===== config.mk =====
export PLATFORM = sky130hd
export DESIGN_NAME = nic_ctrl_regs
export DESIGN_NICKNAME = d
export VERILOG_FILES = /design/src/rtl/nic_ctrl_pkg.sv /design/src/rtl/nic_ctrl_store.sv /design/src/rtl/nic_ctrl_cmd.sv /design/src/rtl/nic_ctrl_irq.sv /design/src/rtl/nic_ctrl_regs.sv
export SDC_FILE = /design/constraint.sdc
export NUM_CORES = 2
export LEC_CHECK = 0
export CORE_MARGIN = 1
export CORE_UTILIZATION = 56
export CTS_CLUSTER_DIAMETER = 150
export DETAILED_ROUTE_END_ITERATION = 8
export PLACE_DENSITY = 0.78
export SLEW_MARGIN = 20
export SYNTH_ARGS = -nofsm -noshare
export SYNTH_HDL_FRONTEND = slang
export SYNTH_SLANG_ARGS = --single-unit

===== constraint.sdc =====
create_clock -name clk -period 2.35 [get_ports clk]
set_clock_uncertainty 0.05 [all_clocks]
set_input_delay 0.3525 -clock clk [delete_from_list [all_inputs] [get_ports clk]]
set_output_delay 0.3525 -clock clk [all_outputs]
set_load 0.03 [all_outputs]

===== src/rtl/nic_ctrl_pkg.sv =====
`timescale 1ns/1ps
// Shared constants and write-rule functions of the NIC control register file.
// Assumes a 6-bit word address and 16-bit registers.
package nic_ctrl_pkg;
    localparam int REG_DW = 16;
    localparam int REG_AW = 6;
    localparam int CMD_N  = 10;

    localparam logic [REG_AW-1:0] A_CMD   = 6'h00;
    localparam logic [REG_AW-1:0] A_MASK  = 6'h01;
    localparam logic [REG_AW-1:0] A_STAT  = 6'h02;
    localparam logic [REG_AW-1:0] A_CFGA  = 6'h03;
    localparam logic [REG_AW-1:0] A_CFGB  = 6'h04;
    localparam logic [REG_AW-1:0] A_TXC   = 6'h05;
    localparam logic [REG_AW-1:0] A_RXC   = 6'h06;
    localparam logic [REG_AW-1:0] A_PTR0  = 6'h08;
    localparam logic [REG_AW-1:0] A_TALY0 = 6'h0C;
    localparam logic [REG_AW-1:0] A_EOB   = 6'h0F;
    localparam logic [REG_AW-1:0] A_REV   = 6'h10;
    localparam logic [REG_AW-1:0] A_CAM0  = 6'h11;
    localparam logic [REG_AW-1:0] A_CAM1  = 6'h12;
    localparam logic [REG_AW-1:0] A_CAM2  = 6'h13;

    localparam logic [REG_DW-1:0] CMD_MASK   = 16'h03BF;
    localparam logic [REG_DW-1:0] CMD_HW_RST = 16'h0094;
    localparam logic [REG_DW-1:0] CFGA_MASK  = 16'hBFFF;
    localparam logic [REG_DW-1:0] CFGB_MASK  = 16'hF017;
    localparam logic [REG_DW-1:0] TXC_MASK   = 16'hF000;
    localparam logic [REG_DW-1:0] RXC_MASK   = 16'hFFE0;
    localparam logic [REG_DW-1:0] IMSK_MASK  = 16'h7FFF;
    localparam logic [REG_DW-1:0] EOB_RESET  = 16'h02F8;

    localparam int B_HALT   = 0;
    localparam int B_TX     = 1;
    localparam int B_RXOFF  = 2;
    localparam int B_RXON   = 3;
    localparam int B_TSTOP  = 4;
    localparam int B_TSTART = 5;
    localparam int B_SRST   = 7;
    localparam int B_RING   = 8;
    localparam int B_CAM    = 9;
    localparam int B_RBE    = 5;

    // True for the four ring pointer addresses.
    function automatic logic is_ptr(input logic [REG_AW-1:0] a);
        return (a >= A_PTR0) && (a <= A_PTR0 + 6'd3);
    endfunction

    // True for the three tally counter addresses.
    function automatic logic is_tally(input logic [REG_AW-1:0] a);
        return (a >= A_TALY0) && (a <= A_TALY0 + 6'd2);
    endfunction

    // Whether the generic store accepts a write at this address.
    function automatic logic store_writable(input logic [REG_AW-1:0] a, input logic in_rst);
        case (a)
            A_CMD, A_MASK, A_STAT, A_REV, A_CAM0, A_CAM1, A_CAM2: return 1'b0;
            A_CFGA, A_CFGB: return in_rst;
            default: return 1'b1;
        endcase
    endfunction

    // Value stored for a write, after the per-register rule.
    function automatic logic [REG_DW-1:0] store_shape(input logic [REG_AW-1:0] a,
                                                      input logic [REG_DW-1:0] d);
        if (is_ptr(a))   return d & 16'hFFFE;
        if (is_tally(a)) return ~d;
        case (a)
            A_CFGA:  return d & CFGA_MASK;
            A_CFGB:  return d & CFGB_MASK;
            A_TXC:   return d & TXC_MASK;
            A_RXC:   return d & RXC_MASK;
            default: return d;
        endcase
    endfunction

    // Hardware reset value of a generic store entry.
    function automatic logic [REG_DW-1:0] store_reset(input logic [REG_AW-1:0] a);
        return (a == A_EOB) ? EOB_RESET : '0;
    endfunction
endpackage


===== src/rtl/nic_ctrl_store.sv =====
`timescale 1ns/1ps
// Generic register storage: one entry per address, with write rules from the
// package. Assumes the command, mask and status addresses live elsewhere and
// are never written here.
module nic_ctrl_store
    import nic_ctrl_pkg::*;
#(
    parameter int AW = REG_AW,
    parameter int DW = REG_DW
) (
    input  logic          clk,
    input  logic          rst_n,
    input  logic          wr,
    input  logic [AW-1:0] addr,
    input  logic [DW-1:0] wdata,
    input  logic          in_reset,
    output logic [DW-1:0] rdata
);
    localparam int N = 1 << AW;

    logic [DW-1:0] cells [N];

    for (genvar gi = 0; gi < N; gi++) begin : g_ent
        localparam logic [AW-1:0] MY = AW'(gi);
        logic [DW-1:0] q;
        // Entry register: reset value, then gated and shaped writes.
        always_ff @(posedge clk) begin
            if (!rst_n)
                q <= store_reset(MY);
            else if (wr && (addr == MY) && store_writable(MY, in_reset))
                q <= store_shape(MY, wdata);
        end
        assign cells[gi] = q;
    end

    // Read port.
    assign rdata = cells[addr];

    p_cfg_gate_r5: assert property (@(posedge clk) disable iff (!rst_n)
        (wr && (addr == A_CFGA) && !in_reset) |=> $stable(cells[A_CFGA]));

    p_tally_inv_r7: assert property (@(posedge clk) disable iff (!rst_n)
        (wr && (addr == A_TALY0)) |=> (cells[A_TALY0] == ~$past(wdata)));

    p_ptr_even_r6: assert property (@(posedge clk) disable iff (!rst_n)
        !(cells[A_PTR0][0] | cells[A_PTR0 + 6'd1][0] |
          cells[A_PTR0 + 6'd2][0] | cells[A_PTR0 + 6'd3][0]));
endmodule


===== src/rtl/nic_ctrl_cmd.sv =====
`timescale 1ns/1ps
// Command register: reset-exit rule, set-only command bits with pairwise
// side effects, soft reset, engine completion clears, and one-cycle pulses.
// Assumes ring_req is a one-cycle request from the interrupt unit.
module nic_ctrl_cmd
    import nic_ctrl_pkg::*;
#(
    parameter int DW = REG_DW,
    parameter int NC = CMD_N
) (
    input  logic          clk,
    input  logic          rst_n,
    input  logic          wr_cmd,
    input  logic [DW-1:0] wdata,
    input  logic [NC-1:0] done,
    input  logic          ring_req,
    output logic [DW-1:0] cmd_q,
    output logic          in_reset,
    output logic [NC-1:0] pulse
);
    logic          accept;
    logic [DW-1:0] cmd_bits;
    logic [DW-1:0] cmd_d;

    assign in_reset = cmd_q[B_SRST];
    assign cmd_bits = wdata & CMD_MASK;

    // Next command value: completion clears first, then the write.
    always_comb begin
        accept = wr_cmd && !(cmd_q[B_SRST] && !wdata[B_SRST]);
        cmd_d  = cmd_q & ~DW'(done);
        if (wr_cmd && !accept) begin
            cmd_d[B_SRST] = 1'b0;
        end else if (accept) begin
            cmd_d = cmd_d | cmd_bits;
            if (cmd_bits[B_RXON])        cmd_d[B_RXOFF]  = 1'b0;
            else if (cmd_bits[B_RXOFF])  cmd_d[B_RXON]   = 1'b0;
            if (cmd_bits[B_TSTART])      cmd_d[B_TSTOP]  = 1'b0;
            else if (cmd_bits[B_TSTOP])  cmd_d[B_TSTART] = 1'b0;
            if (cmd_bits[B_SRST]) begin
                cmd_d[B_CAM]   = 1'b0;
                cmd_d[B_RING]  = 1'b0;
                cmd_d[B_TX]    = 1'b0;
                cmd_d[B_HALT]  = 1'b0;
                cmd_d[B_SRST]  = 1'b1;
                cmd_d[B_RXOFF] = 1'b1;
            end
        end
    end

    // Command register and action pulse register.
    always_ff @(posedge clk) begin
        if (!rst_n) begin
            cmd_q <= CMD_HW_RST;
            pulse <= '0;
        end else begin
            cmd_q <= cmd_d;
            pulse <= (accept ? cmd_bits[NC-1:0] : '0) | (NC'(ring_req) << B_RING);
        end
    end

    p_exit_reset_r8: assert property (@(posedge clk) disable iff (!rst_n)
        (wr_cmd && cmd_q[B_SRST] && !wdata[B_SRST] && (done == '0))
        |=> (!cmd_q[B_SRST] && (pulse == '0) &&
             (cmd_q[NC-1:0] == ($past(cmd_q[NC-1:0]) & ~(NC'(1) << B_SRST)))));

    p_soft_reset_r11: assert property (@(posedge clk) disable iff (!rst_n)
        (wr_cmd && wdata[B_SRST])
        |=> (cmd_q[B_SRST] && cmd_q[B_RXOFF] && !cmd_q[B_TX] && !cmd_q[B_HALT] &&
             !cmd_q[B_RING] && !cmd_q[B_CAM]));

    p_done_clears_r12: assert property (@(posedge clk) disable iff (!rst_n)
        ((done != '0) && !wr_cmd) |=> ((cmd_q[NC-1:0] & $past(done)) == '0));
endmodule


===== src/rtl/nic_ctrl_irq.sv =====
`timescale 1ns/1ps
// Interrupt mask and write-one-to-clear status with engine set requests.
// Flags a ring-read request when a write clears the buffer-exhausted bit.
module nic_ctrl_irq
    import nic_ctrl_pkg::*;
#(
    parameter int DW = REG_DW
) (
    input  logic          clk,
    input  logic          rst_n,
    input  logic          wr_mask,
    input  logic          wr_stat,
    input  logic [DW-1:0] wdata,
    input  logic [DW-1:0] stat_set,
    output logic [DW-1:0] mask_q,
    output logic [DW-1:0] stat_q,
    output logic          irq,
    output logic          ring_req
);
    // Request a ring read when a set buffer-exhausted bit is written as 1.
    assign ring_req = wr_stat && wdata[B_RBE] && stat_q[B_RBE];

    // Interrupt level from the unmasked status bits.
    assign irq = |(mask_q & stat_q);

    // Mask and status registers.
    always_ff @(posedge clk) begin
        if (!rst_n) begin
            mask_q <= '0;
            stat_q <= '0;
        end else begin
            if (wr_mask) mask_q <= wdata & IMSK_MASK;
            stat_q <= (stat_q & ~(wr_stat ? wdata : '0)) | stat_set;
        end
    end

    p_mask_msb_r2: assert property (@(posedge clk) disable iff (!rst_n)
        !mask_q[DW-1]);

    p_w1c_r3: assert property (@(posedge clk) disable iff (!rst_n)
        (wr_stat && (stat_set == '0)) |=> ((stat_q & $past(wdata)) == '0));

    p_set_wins_r3: assert property (@(posedge clk) disable iff (!rst_n)
        (stat_set != '0) |=> ((stat_q & $past(stat_set)) == $past(stat_set)));
endmodule


===== src/rtl/nic_ctrl_regs.sv =====
`timescale 1ns/1ps
// NIC control register file top: decodes the bus, hosts the command,
// interrupt and storage units, and muxes read data including the revision
// and the reset-gated address-table readback ports.
module nic_ctrl_regs
    import nic_ctrl_pkg::*;
#(
    parameter int          AW     = REG_AW,
    parameter int          DW     = REG_DW,
    parameter int          NC     = CMD_N,
    parameter logic [15:0] REV_ID = 16'h0004
) (
    input  logic            clk,
    input  logic            rst_n,
    input  logic            bus_wr,
    input  logic [AW-1:0]   bus_addr,
    input  logic [DW-1:0]   bus_wdata,
    output logic [DW-1:0]   bus_rdata,
    input  logic [3*DW-1:0] cam_word,
    input  logic [DW-1:0]   stat_set,
    input  logic [NC-1:0]   act_done,
    output logic [NC-1:0]   act_pulse,
    output logic            irq
);
    logic [DW-1:0] cmd_q, mask_q, stat_q, store_rd;
    logic          in_reset, ring_req;
    logic          wr_cmd, wr_mask, wr_stat;

    assign wr_cmd  = bus_wr && (bus_addr == A_CMD);
    assign wr_mask = bus_wr && (bus_addr == A_MASK);
    assign wr_stat = bus_wr && (bus_addr == A_STAT);

    nic_ctrl_cmd #(.DW(DW), .NC(NC)) u_cmd (
        .clk(clk), .rst_n(rst_n), .wr_cmd(wr_cmd), .wdata(bus_wdata),
        .done(act_done), .ring_req(ring_req), .cmd_q(cmd_q),
        .in_reset(in_reset), .pulse(act_pulse)
    );

    nic_ctrl_irq #(.DW(DW)) u_irq (
        .clk(clk), .rst_n(rst_n), .wr_mask(wr_mask), .wr_stat(wr_stat),
        .wdata(bus_wdata), .stat_set(stat_set), .mask_q(mask_q),
        .stat_q(stat_q), .irq(irq), .ring_req(ring_req)
    );

    nic_ctrl_store #(.AW(AW), .DW(DW)) u_store (
        .clk(clk), .rst_n(rst_n), .wr(bus_wr), .addr(bus_addr),
        .wdata(bus_wdata), .in_reset(in_reset), .rdata(store_rd)
    );

    // Read data mux.
    always_comb begin
        case (bus_addr)
            A_CMD:   bus_rdata = cmd_q;
            A_MASK:  bus_rdata = mask_q;
            A_STAT:  bus_rdata = stat_q;
            A_REV:   bus_rdata = REV_ID;
            A_CAM0:  bus_rdata = in_reset ? cam_word[DW-1:0]    : '0;
            A_CAM1:  bus_rdata = in_reset ? cam_word[2*DW-1:DW] : '0;
            A_CAM2:  bus_rdata = in_reset ? cam_word[3*DW-1:2*DW] : '0;
            default: bus_rdata = store_rd;
        endcase
    end

    p_cam_hidden_r13: assert property (@(posedge clk) disable iff (!rst_n)
        (!in_reset && (bus_addr == A_CAM0)) |-> (bus_rdata == '0));
endmodule


Word level (Yosys, flattened, before mapping)
Index checks and enable logic that the tools add are counted.
{"block": "op_classes", "n_lt_le_gt_ge": 1, "eq_ne": 63, "n_mux": 45, "bitwise_logic": 10, "n_reduce_logical": 138}
{"operator": "== test 6 bit (second input constant)", "count": 32}
{"operator": "two-way mux 16 bit", "count": 10}
{"operator": "logical AND 1 bit", "count": 133}
{"operator": "case mux 16 bit (7 select lines)", "count": 1}
{"operator": "binary-select mux 16 bit (select 6 bit)", "count": 1}
{"operator": "== test 6 x 5 -> 1 bit (second input constant)", "count": 16}
{"operator": "== test 6 x 4 -> 1 bit (second input constant)", "count": 8}
{"operator": "bitwise AND 16 bit", "count": 2}
{"operator": "inverter 16 bit", "count": 2}
{"operator": "two-way mux 1 bit", "count": 28}
{"operator": "== test 6 x 3 -> 1 bit (second input constant)", "count": 4}
{"operator": "bitwise AND 15 x 16 -> 16 bit", "count": 1}
{"operator": "inverter 10 -> 16 bit", "count": 1}
{"operator": "bitwise OR 16 x 10 -> 16 bit", "count": 1}
{"operator": "bitwise OR 16 bit", "count": 1}
{"operator": "OR reduction 16 bit", "count": 1}
{"operator": "== test 6 x 2 -> 1 bit (second input constant)", "count": 2}
{"operator": "two-way mux 10 bit", "count": 1}
{"operator": "bitwise OR 10 x 9 -> 10 bit", "count": 1}
{"operator": "two-way mux 8 bit", "count": 1}
{"operator": ">= comparator 7 bit (second input constant)", "count": 1}
{"operator": "two-way mux 7 bit", "count": 1}
{"operator": "inverter 6 -> 7 bit", "count": 1}
{"operator": "== test 6 x 1 -> 1 bit (second input constant)", "count": 1}
{"operator": "other kinds (3)", "count": 6}
{"block": "word_totals", "ff_bits": 1055, "inputBits": 99, "out_inout_bits": 27, "word_cells": 325}

Longest topological paths before layout
{"block": "logic_depth", "ltp_word": 7, "ltp_mapped": 10, "mapped_depth_nobuf": 5}

By module
Synthesis repeated with hierarchy kept, for this count alone.
{"block": "unflattened", "hier_cells": 4918, "area_unflattened_um2": 43504.2}
{"mod": "nic_ctrl_store", "instances": 1, "cells_each": 4574, "area_per_inst_um2": 40448.8, "seq_area_each_um2": 17656.9}
{"mod": "nic_ctrl_irq", "instances": 1, "cells_each": 128, "area_per_inst_um2": 1238.7, "seq_area_each_um2": 620.6}
{"mod": "nic_ctrl_regs", "instances": 1, "cells_each": 143, "area_per_inst_um2": 1068.5, "seq_area_each_um2": 0.0}
{"mod": "nic_ctrl_cmd", "instances": 1, "cells_each": 73, "area_per_inst_um2": 748.2, "seq_area_each_um2": 380.4}

Worst setup path before layout
OpenSTA, ideal clock, no wires.
{"block": "synth_timing", "kind": "input -> output", "from": "input bus_addr[2]", "to": "output bus_rdata[0]", "arrival_ns": 2.343, "t_required_ns": 1.947, "setup_slack_ns": -0.396, "stages": 8, "path_buffers": 5, "cell_sequence": "buf_2 > buf_4 > buf_2 > buf_2 > buf_2 > a22oi_1 > a221o_1 > a32oi_1"}
{"block": "synth_between", "elab_chain_cells": 5, "word_cells_on_any_way": 12, "classes_between": "6 x eq/ne; 4 x mux; 1 x bitwise; 1 x reduce/logical"}
{"item": "start: declaration", "line": "nic_ctrl_regs.sv:16", "rtl": "input logic [AW-1:0] bus_addr,"}
{"item": "inverter 6 -> 7 bit (implied by the code)", "line": "nic_ctrl_store.sv:37", "rtl": "assign rdata = cells[addr];"}
{"item": "binary-select mux 16 bit (select 6 bit)", "line": "nic_ctrl_store.sv:37"}
{"item": "two-way mux 16 bit (implied by the code) (2 in series)", "line": "nic_ctrl_store.sv:37"}
{"item": "case mux 16 bit (7 select lines) (*)", "line": "nic_ctrl_regs.sv:52", "rtl": "case (bus_addr)"}
{"item": "end: declaration", "line": "nic_ctrl_regs.sv:18", "rtl": "output logic [DW-1:0] bus_rdata,"}
Every way passes the cells marked *; elsewhere a longest branch is shown, timed or not. The select of a mux whose other input is x is not followed.

Worst setup path after layout
{"block": "layout_timing", "from": "register u_store.g_ent[40].q[10]", "to": "output bus_rdata[10]"}
{"block": "layout_between", "elab_chain_cells": 4}
{"item": "start: declaration", "line": "nic_ctrl_store.sv:25", "rtl": "logic [DW-1:0] q;"}
{"item": "start signal: assignment", "line": "nic_ctrl_store.sv:29", "rtl": "q <= store_reset(MY);"}
{"item": "start signal: assignment", "line": "nic_ctrl_store.sv:31", "rtl": "q <= store_shape(MY, wdata);"}
{"item": "binary-select mux 16 bit (select 6 bit)", "line": "nic_ctrl_store.sv:37"}
{"item": "two-way mux 16 bit (implied by the code) (2 in series)", "line": "nic_ctrl_store.sv:37"}
{"item": "case mux 16 bit (7 select lines)", "line": "nic_ctrl_regs.sv:52"}
No other way between the ends. The select of a mux whose other input is x is not followed.

==> reports/metrics.csv <==
metric;value;unit
crit_type;reg -> out;
syn_inst;4899;
fin_ws;-0.984;ns
ir_drop;0.593;mV
cellLeakagePower;17.8;nW
worst-path-stages;6;
rr_worst_depth;5;
synth_area_leader_cell;dfxtp_1;
cellPowerDensity;657;nW/um^2
crit_path_end_kind;output pin;
setup_tns;-11.88;ns
insertion_delay;0.66;ns
finish.utilization;0.701;
dieArea;77300;um^2
grt_max_degree;143;
fin_total_pwr;34.5;mW
crit_start;u_store.g_ent[40].q[10];
yosysSeqAreaShare;0.437;
grt.total_usage;0.375;
start_util;0.569;
rsz0062_at_grt;yes;
hpwl;96100;um
viasPerCell;6.29;
core;74900;um^2
wire_per_inst;24.1;um
rr_endpoint;u_store.g_ent[3].q[12];
hold_violations;0;
intPower;26.4;mW
drc_errors;0;
port_buffers;124;
slowest_delay;0.59;ns
crit_slowest_cell;or4_4;
fin_crit_sh;1.42;
cpLargestDelayFamily;compound AO/OA/AOI/OAI gates;
clockPowerShare;0.456;
fin_area;52500;um^2
syn_nets;4998;
violations;setup timing;
synthFlopType;dfxtp_1;
place.gp.congestion;1.03;
synth_top_area_frac;0.437;
cts_tree;yes;
fillers;5306;
io_pins;126;
synth-seq-cells;932;
num_rows;100;
dr.first_iter.drc_count;5124;
yosys-top-cells-count;nand2_1, dfxtp_1, a21boi_0;
yosysMostFrequentCell;nand2_1;
totalWireLength;149000;um
synth.avg_cell_area;8.71;um^2
vias;38900;
h-tree-depth;3;
die_h;278;um
p_switching;8.15;mW
finalSetupViolCount;16;
area_growth_syn_to_layout;23.2;%
yosys_warnings;0;
ys_types;69;
hold_class;in -> reg;
synth_edf_count;0;
overflow;0;
place_area;48400;um^2
slew-limit-headroom;0.487;
fin_nets;5234;
path_clk_slew;0.06;ns
drtAntennaViolNets;0;
grt_first_pass_wirelength;223000;um
clockBufferDepth;3;
run_status;finished with violations;
cp_cell_sequence;mux4_2 -> a22oi_2 -> a21oi_2 -> or4_4 -> o31a_1 -> buf_12;
synthTopCellsByArea;dfxtp_1, nand2_1, a21boi_0;
r2r_setup_slack;0.58;ns
cp_max_fo;2;
holdWs;0.0363;ns
drt_first_pass_iters;6;
rr_startpoint;u_cmd.cmd_q[7];
switching_share;0.236;
p_comb_frac;0.082;
die_w;278;um
cts_buffers;94;
cp_data_required_time;1.95;ns
crit_buf_inv;1;
startpoint_type;register;
cts_sinks;932;
final_max_slew_viol_count;0;
crit_arrival;2.93;ns
first_global_vias;37300;
synthArstFlopShare;0;
drive_gt1_frac;0.187;
period_minus_slack;3.33;ns
cts-root-buf;clkbuf_16;
cap_violations;0;
worst_pin_slew;0.770;ns
antenna_found_initial;3;
timing.fmax;300;MHz
syn-cell-area;42600;um^2
cp-endpoint;bus_rdata[10];
seqPwrFrac;0.462;
[worst min-delay path by stage]
stage / slack, ns / startpoint / cells past startpoint / to
after floorplan: 0.38 / u_store.g_ent[40].q[12] / 2 / u_store.g_ent[40].q[12]
after global placement: 0.39 / u_store.g_ent[40].q[15] / 2 / u_store.g_ent[40].q[15]
after detailed placement: 0.40 / u_store.g_ent[33].q[14] / 2 / u_store.g_ent[33].q[14]
after CTS: 0.0001 / bus_wdata[7] / 3 / u_cmd.cmd_q[2]
after global routing: 0.03 / bus_wdata[7] / 3 / u_cmd.cmd_q[2]
final: 0.04 / bus_wdata[7] / 3 / u_cmd.cmd_q[2]
[state kept, by name, indices dropped and copies added, names as in the netlist]
register,flops
u_irq.mask_q,15
u_irq.stat_q,16
u_store.g_ent.q,882
u_cmd.cmd_q,10
u_cmd.pulse,9
[power groups by stage]
stage	Sequential, mW	Combinational [mW]	Clock, mW
finish	15.9	2.85	15.7
global route	15.9	2.91	16.5
CTS	15.9	2.69	15.8
detailed placement	16.3	2.59	0
global placement	16.3	2.58	0
floorplan	16.3	1.42	0
[cells by family after synthesis]
group / count (synthesis) / synth area share
AO/OA/AOI/OAI: 1166 / 0.201
multiplexers: 266 / 0.121
AND/OR/NAND/NOR: 2077 / 0.194
flip-flops: 932 / 0.437
buffers and inverters: 457 / 0.0464
other: 1 / 0.0000879
[timing repair]
action / in CTS / in global routing
setup endpoints to repair: 17 / 16
pin swaps: 41 / 30
hold buffers: 0 / 0
setup buffers: 6 / 13
endpoints found under the hold margin: 0 / 0
gates cloned: 5 / 4
resized for setup: 74 / 52
[worst register-to-register path: cells and delay by family (launching register included)]
kind,cells,cell delay (ns)
buffers and inverters,2,0.62
DFF,1,0.33
and+or+nand+nor,2,0.48
AOI/OAI and AO/OA,1,0.21
[through the flow]
stage               setup WS, ns  instances
floorplan                 -0.165       4899
global placement           -1.10       5984
detailed placement         -1.10       5984
CTS                       -0.995       6161
global route               -1.01       6177
finish                    -0.984       6179
[layout make-up]
type,instances,area (um^2),area share
multi-input cells,3510,22500,0.429
flip-flops and latches,932,18700,0.356
repair buffers,592,6880,0.131
clock buffers,136,2770,0.0527
well taps,969,1210,0.0231
clock inverters,33,453,0.00862
inverters,5,18.8,0.000357
diodes,2,5.00,0.0000953
[layer usage]
| metal | vias to the layer above | GRT usage | part of all wire |
|---|---|---|---|
| met5 | - | 0 | 0.000080 |
| met4 | 2 | 0.202 | 0.061 |
| met3 | 523 | 0.0839 | 0.11 |
| met2 | 2540 | 0.586 | 0.45 |
| met1 | 18700 | 0.484 | 0.38 |
| li1 | 17100 | - | - |
[layout by cell type (no fill, tap or decap), drive strengths merged, types with 62 or more instances in the layout]
master	synthesis	layout
dfxtp	932	932
nand2	1807	1807
a21oi	62	62
mux4	197	197
clkdlybuf4s50	0	84
clkbuf	326	140
o21ai	63	63
buf	126	498
a21boi	848	848
nor2	69	69
Power figures use the tool's default switching activity.
